<file path="src/rtl/nms_check_unit.sv">
`timescale 1ns/1ps
module nms_check_unit #(
  parameter int W      = 6,
  parameter int MAXDEG = 8
) (
  input  logic                          clk,
  input  logic                          rst_n,
  input  logic                          in_valid,
  output logic                          in_ready,
  input  logic                          in_first,
  input  logic [$clog2(MAXDEG):0]       in_deg,
  input  logic signed [W-1:0]           in_llr,
  output logic                          out_valid,
  input  logic                          out_ready,
  output logic                          out_first,
  output logic                          out_last,
  output logic signed [W-1:0]           out_llr,
  output logic                          err_overdeg
);
  localparam int MW     = W - 1;
  localparam int IW     = $clog2(MAXDEG);
  localparam int CW     = IW + 1;
  localparam int MAXMAG = (1 << MW) - 1;

  logic              c_open, c_full, c_par;
  logic [CW-1:0]     c_cnt, c_deg;
  logic [MW-1:0]     c_min1, c_min2;
  logic [IW-1:0]     c_idx;
  logic [MAXDEG-1:0] c_sgn;

  logic              ob_busy, ob_par;
  logic [IW-1:0]     ob_idx, ob_pos;
  logic [CW-1:0]     ob_deg;
  logic [MW-1:0]     ob_min1, ob_min2;
  logic [MAXDEG-1:0] ob_sgn;

  logic          out_fire, ob_last, xfer, take, store, fin, keep, in_sgn;
  logic [CW-1:0] pos, pos_inc, deg_now;
  logic [W-1:0]  in_neg;
  logic [MW-1:0] in_mag, b_min1, b_min2, n_min1, n_min2;
  logic [IW-1:0] b_idx, n_idx;

  assign out_fire = out_valid && out_ready;
  assign ob_last  = (CW'(ob_idx) + CW'(1)) == ob_deg;
  assign xfer     = c_full && (!ob_busy || (out_fire && ob_last));
  assign in_ready = !c_full || xfer;
  assign take     = in_valid && in_ready && (in_first || c_open);

  assign pos     = in_first ? '0 : c_cnt;
  assign deg_now = in_first ? ((in_deg == '0) ? CW'(1) : in_deg) : c_deg;
  assign pos_inc = pos + CW'(1);
  assign fin     = pos_inc == deg_now;
  assign keep    = pos < CW'(MAXDEG);
  assign store   = take && keep;

  assign in_sgn = in_llr[W-1];
  assign in_neg = W'(0) - in_llr;
  assign in_mag = !in_sgn ? in_llr[MW-1:0] :
                  (in_llr[MW-1:0] == '0) ? MW'(MAXMAG) : in_neg[MW-1:0];

  assign b_min1 = in_first ? MW'(MAXMAG) : c_min1;
  assign b_min2 = in_first ? MW'(MAXMAG) : c_min2;
  assign b_idx  = in_first ? '0 : c_idx;

  always_comb begin
    n_min1 = b_min1;
    n_min2 = b_min2;
    n_idx  = b_idx;
    if (in_mag < b_min1) begin
      n_min1 = in_mag;
      n_min2 = b_min1;
      n_idx  = pos[IW-1:0];
    end else if (in_mag < b_min2) begin
      n_min2 = in_mag;
    end
  end

  always_ff @(posedge clk or negedge rst_n) begin
    if (!rst_n) begin
      c_open      <= 1'b0;
      c_full      <= 1'b0;
      c_cnt       <= '0;
      c_deg       <= '0;
      c_min1      <= '0;
      c_min2      <= '0;
      c_idx       <= '0;
      c_par       <= 1'b0;
      c_sgn       <= '0;
      err_overdeg <= 1'b0;
    end else begin
      if (xfer) c_full <= 1'b0;
      if (take) begin
        c_cnt  <= pos_inc;
        c_deg  <= deg_now;
        c_open <= !fin;
        if (fin) c_full <= 1'b1;
      end
      if (store) begin
        c_min1 <= n_min1;
        c_min2 <= n_min2;
        c_idx  <= n_idx;
        c_par  <= (in_first ? 1'b0 : c_par) ^ in_sgn;
        c_sgn[pos[IW-1:0]] <= in_sgn;
      end
      err_overdeg <= take && !keep;
    end
  end

  always_ff @(posedge clk or negedge rst_n) begin
    if (!rst_n) begin
      ob_busy <= 1'b0;
      ob_idx  <= '0;
      ob_pos  <= '0;
      ob_deg  <= '0;
      ob_min1 <= '0;
      ob_min2 <= '0;
      ob_par  <= 1'b0;
      ob_sgn  <= '0;
    end else if (xfer) begin
      ob_busy <= 1'b1;
      ob_idx  <= '0;
      ob_pos  <= c_idx;
      ob_deg  <= (c_deg > CW'(MAXDEG)) ? CW'(MAXDEG) : c_deg;
      ob_min1 <= c_min1;
      ob_min2 <= c_min2;
      ob_par  <= c_par;
      ob_sgn  <= c_sgn;
    end else if (out_fire) begin
      if (ob_last) ob_busy <= 1'b0;
      else         ob_idx  <= ob_idx + IW'(1);
    end
  end

  logic [MW-1:0] sel_mag, sc_mag;
  logic [MW+1:0] triple;
  logic [W-1:0]  mag_ext;
  logic          sgn_o;

  assign sel_mag   = (ob_idx == ob_pos) ? ob_min2 : ob_min1;
  assign triple    = {2'b00, sel_mag} + {1'b0, sel_mag, 1'b0};
  assign sc_mag    = triple[MW+1:2];
  assign mag_ext   = {1'b0, sc_mag};
  assign sgn_o     = ob_par ^ ob_sgn[ob_idx];
  assign out_llr   = sgn_o ? (W'(0) - mag_ext) : mag_ext;
  assign out_valid = ob_busy;
  assign out_first = ob_idx == '0;
  assign out_last  = ob_last;
endmodule

</file>
<file path="config.mk">
export PLATFORM = sky130hd
export DESIGN_NAME = nms_check_unit
export DESIGN_NICKNAME = d
export VERILOG_FILES = /design/src/rtl/nms_check_unit.sv
export SDC_FILE = /design/constraint.sdc
export NUM_CORES = 1
export LEC_CHECK = 0
export ABC_AREA = 1
export BUFFER_PORTS_ARGS = -buffer_cell sky130_fd_sc_hd__buf_2
export CORE_MARGIN = 5
export CORE_UTILIZATION = 55
export CTS_CLUSTER_SIZE = 14
export DETAILED_ROUTE_END_ITERATION = 7
export GPL_ROUTABILITY_DRIVEN = 0
export GPL_TIMING_DRIVEN = 0
export PLACE_DENSITY = 0.76
export SLEW_MARGIN = 15
export SYNTH_ARGS = -nofsm -noshare
export SYNTH_HDL_FRONTEND = slang
export SYNTH_SLANG_ARGS = --single-unit
</file>
<file path="constraint.sdc">
create_clock -name clk -period 2.6 [get_ports clk]
set_input_delay 0.13 -clock clk [delete_from_list [all_inputs] [get_ports clk]]
set_output_delay 0.13 -clock clk [all_outputs]
set_load 0.01 [all_outputs]
</file>
# Yosys cells after proc, flatten, opt, wreduce, memory -nomap -nowiden
# Index checks and enable logic that the tools add are counted.
# totals
reg_bits	63
latchBits	0
mem_bits_rw	0
romBits	0
in_bits	15
output_inout_bits	11
word_cells	91
memories	0
# classes
add_sub_neg	6
mul	0
n_div	0
order_cmp	7
n_eq_ne	4
shifts	0
muxes	30
bitwise	2
n_reduce_logical	24
# ops
operator	n
$mux 5	8
$mux 4	4
$mux 3	5
$lt 5x5->1	2
$mux 1	9
$bwmux 8	1
$eq 4x4->1	2
$logic_and 1x1->1	8
$lt 3x4->1 const B	2
$add 5x6->7	1
$mux 6	1
$reduce_and 2->1	3
$reduce_bool 2->1	3
$sub 1x5->6 const A	1
$logic_not 5->1	1
$sub 1x5->5 const A	1
$add 3x1->4 const B	1
$add 4x1->4 const B	1
$gt 4x4->1 const B	1
$logic_not 1->1	4
$logic_not 4->1	1
$lt 4x4->1 const B	1
$add 3x1->3 const B	1
$bmux 1 s3	1
other kinds (7)	10

# Logic depth before layout (Yosys ltp)
# logic_depth
ltp_word	10
mapped_depth	19
ltp_nobuf	18

# Least setup slack after synthesis
# No wires, ideal clock.
# synth_path
path_kind	reg2out
startpoint	reg ob_idx[0]
endpoint	out out_llr[4]
arrival_time_ns	2.540
required_time_ns	2.470
slack_ns	-0.070
stages_incl_launch_ff	19
n_path_buf	1
cell_sequence	dfrtp_1 buf_6 inv_2 nand2_1 nand2_1 nand3_2 o21ai_0 inv_1 fa_1 xnor2_1 inv_1 ha_1 inv_1 nor2_1 nand3_1 nand2_1 nand2_1 nand2_1 inv_1
# synth_via
elab_chain_len	5
word_cells_on_any_way	8
cone_classes	add/sub (2); eq/ne (1); mux (4); bitwise (1)
# synth_lines
element	line	source
from (decl)	32	logic [IW-1:0] ob_idx, ob_pos;
from (signal assigned)	130	else ob_idx <= ob_idx + IW'(1);
$eq 3x3->1	139	assign sel_mag = (ob_idx == ob_pos) ? ob_min2 : ob_min1;
$mux 5	139	
$add 5x6->7	140	assign triple = {2'b00, sel_mag} + {1'b0, sel_mag, 1'b0};
$sub 1x5->6	144	assign out_llr = sgn_o ? (W'(0) - mag_ext) : mag_ext;
$mux 6 *	144	
to (decl)	17	output logic signed [W-1:0] out_llr,
# Mark *: on every way between the ends. The rest lies on a longest branch, timed or not. The select of a mux whose other input is x is not followed.

# Final worst setup path
# Same ends and word-level chain as after synthesis.

==> results.md <==
* Clock Tree Buf Depth at 2
* Vias/cell at around 5.3
* Syn avg cell area at roughly 7.7 µm²
* All-Layer GR Usage at 0.222
* Worst skew pair latency at 0.35 ns
* Largest net degree at the start of global routing at 64
* Fin crit share at 1.15
* Post-Synthesis Cell Area at approximately 3900 µm²
* Skew final at about 0.0091 ns
* CTS tree: done
* Placed insts at between 600 and 700
* Dpl ws at -0.396 ns
* Final Non-Filler Cells at 664
* Most used flip-flop cell after synthesis: dfrtp_1
* PwrDens at between 1000 and 1500 nW/µm²
* Top cells by area, synth: dfrtp_1 41%, nand2_1 16%, o21ai_0 7.2%
* FF-to-FF path depth at 14
* RSZ-0062 raised after global routing: yes
* Num rows at 30
* Die width at around 94 µm
* Vias in the first global route at 3343
* Fillers at 578
* CTS clk-pin slew, worst paths at ~0.07 ns
* Static leakage at around 0.0024 µW
* Worst Tran Pin Value at slightly below 0.8 ns
* Worst setup EP type: primary output
* Tightest Hold Check Type: in2reg
* Area of the multi-input gates at around 2100 µm²
* Top sig layer: met4
* Layout area overhead at 18.5%
* Residual DRC at 0
* CP Cell Sequence: buf_6 > inv_6 > nand2_4 > nand2_4 > nand3_4 > o21ai_4 > inv_2 > fa_2 > buf_4 > xnor2_2 > inv_2 > ha_4 > inv_2 > nor2_1 > nand3_1 > nand2_1 > nand2_1 > nand2_1 > inv_1 > buf_2
* DRT Pass-1 Iters at 4
* Full die area at about 9000 µm²
* Syn Nets at about 540
* Post-synthesis sequential area ratio at 0.405
* Status: finished with violations
* Max Fclk at between 300 and 400 MHz
* IO Pins at 26
* Max cap viols at 0
* R2r setup slk at about 0.26 ns
* H-tree levels at 3
* Worst slew margin at 0.483
* Crit Path Category: reg2out
* Async set or reset register ratio after synthesis at 1.00
* CTS Buf Count at 9
* Yosys top cell area share at 0.405
* Vias post-DR at between 3000 and 4000
* Dominant cell type by area after synthesis: dfrtp_1
* Initial Utilization at 0.569
* Nets at ~600
* Count of cell types in the netlist at 42
* Met3 Wirelength at 504 µm
* Max-slew violations at 0
* Register bit total from synthesis at 63
* Port bufs at 25
* Core Box Area at slightly below 7000 µm²
* CP max FO at 7
* Crit path DAT at 2.86 ns
* Routed WL per cell at 13.6 µm
* Grt ovf at 0
* Violated checks: negative setup slack
* Wl on met1 at between 3000 and 4000 µm
* WHS Path Cells at 3
* First-pass GRT wire length at approximately 15000 µm
* Post-synth EDFFs at 0
* VDD IR max at around 0.00064 V
* Storage element area at around 1600 µm²
* Sink Count at 63
* Cells after synthesis at 505
* Wire length on met2 at roughly 4400 µm
* Worst Path Required at 2.47 ns
* Slowest cell on the critical path: dfrtp_1
* Clock root cell: clkbuf_8
* PnR worst setup slack at -0.385 ns
* Hpwl dp at around 6300 µm
* # setup viols final at 5
* Iter 0 DRT Violations at about 170
* Crit path time final at roughly 3 ns
* Worst setup SP type: register
* Synth warnings at 0
* Die height at 94.1 µm
* Commonest cells after routing, fill and taps aside: 160 x nand2_1, 62 x dfrtp_1, 53 x o21ai_0
* WL final at 9030 µm
* Final ANT Viol Nets at 0
* Ratio of cells with drive above 1 in the final layout at 0.213
* CP max stage delay at roughly 0.40 ns
* Commonest non-fill, non-tap cell in the layout: nand2_1
* Initial antenna violation count at 0
* Final hold vios at 0
* Antenna Cells at 0
[stage by stage]
step / instance area [µm²] / TNS (ns) / hold slack, ns / util / power, µW
6_report: 4610 / -1.61 / 0.107 / 0.674 / 6440
5_1_grt: 4610 / -2.41 / 0.115 / 0.674 / 7070
4_1_cts: 4530 / -1.62 / 0.0993 / 0.663 / 6140
3_5_place_dp: 4140 / -1.41 / 0.255 / 0.605 / 4900
3_3_place_gp: 4130 / -1.05 / 0.458 / 0.605 / 4760
2_1_floorplan: 3890 / 0 / -0.166 / - / 4040
[cells by family after synthesis]
logic type                 share of synthesized area
AOI/OAI and AO/OA                              0.126
xor gates and xnor gates                      0.0376
adders and majority gates                     0.0631
buffers and inverters                         0.0837
DFF                                            0.405
and+or+nand+nor                                0.284
[critical path: cells and delay by family, from the launching register on]
kind            cells  cell delay (ns)
xor+xnor            1             0.17
fa+ha+maj           2             0.55
buf+inv             8             0.67
compound gates      1             0.17
flops               1             0.40
simple gates        8             0.54
[flip-flops by register name, indices dropped and copies added, names as in the netlist, 3 cells and up]
signal and flops:
ob_min2 5, ob_sgn 8, c_cnt 4, ob_pos 3, ob_idx 3, ob_min1 5, c_idx 3, c_sgn 8
c_deg 4, c_min1 5, ob_deg 4, c_min2 5
[cell usage after synthesis, types with 4 or more instances]
library cell and instances:
nand2_1 168, dfrtp_1 63, o21ai_0 56, inv_1 51
nor2_1 30, ha_1 18, nand3_1 16, nand4_1 13
o21ai_1 9, a21oi_1 8, xor2_1 7, xnor2_1 6
buf_6 5, nand3_2 5, o211ai_1 5, nand2_2 4
[path summary, 6_finish.rpt]
| path | startpoint | end |
|---|---|---|
| min in group asynchronous | rst_n | err_overdeg$_DFF_PN0_ |
| min reg2reg | c_open$_DFFE_PN0P_ | c_open$_DFFE_PN0P_ |
| max reg2reg | ob_idx[0]$_DFFE_PN0P_ | c_sgn[3]$_DFFE_PN0P_ |
| min | out_ready | ob_idx[0]$_DFFE_PN0P_ |
| max | ob_idx[0]$_DFFE_PN0P_ | out_llr[4] |
| max in group asynchronous | rst_n | ob_idx[1]$_DFFE_PN0P_ |
[power by group]
| group | total (µW) | switching, µW | internal (µW) |
|---|---|---|---|
| logic | 3920 | 2270 | 1650 |
| clock network | 790 | 416 | 374 |
| registers | 1730 | 306 | 1420 |
| total | 6440 | 3000 | 3450 |
[final cells by class]
type                    count  share of cell area
clock buffers              10              0.0299
repair buffers             47              0.0649
inverters                  56              0.0483
multi-input cells         372               0.455
well taps                  96              0.0261
flip-flops and latches     63               0.342
clock inverters             6             0.00951
plain buffers              14              0.0239
[timing repair]
action,4_1_cts,5_1_grt
hold endpoints to repair,63,0
pin swaps,16,12
resized for setup,25,11
endpoints found under the setup margin,6,5
buffers inserted,15,6
hold buffers,1,0
[metal layers]
metal,GRT usage,vias up
met5,0,-
met3,0.0481,20
met1,0.281,1634
met4,0.0999,0
met2,0.363,99
li1,-,1749
(Power assumes the default switching activity.)
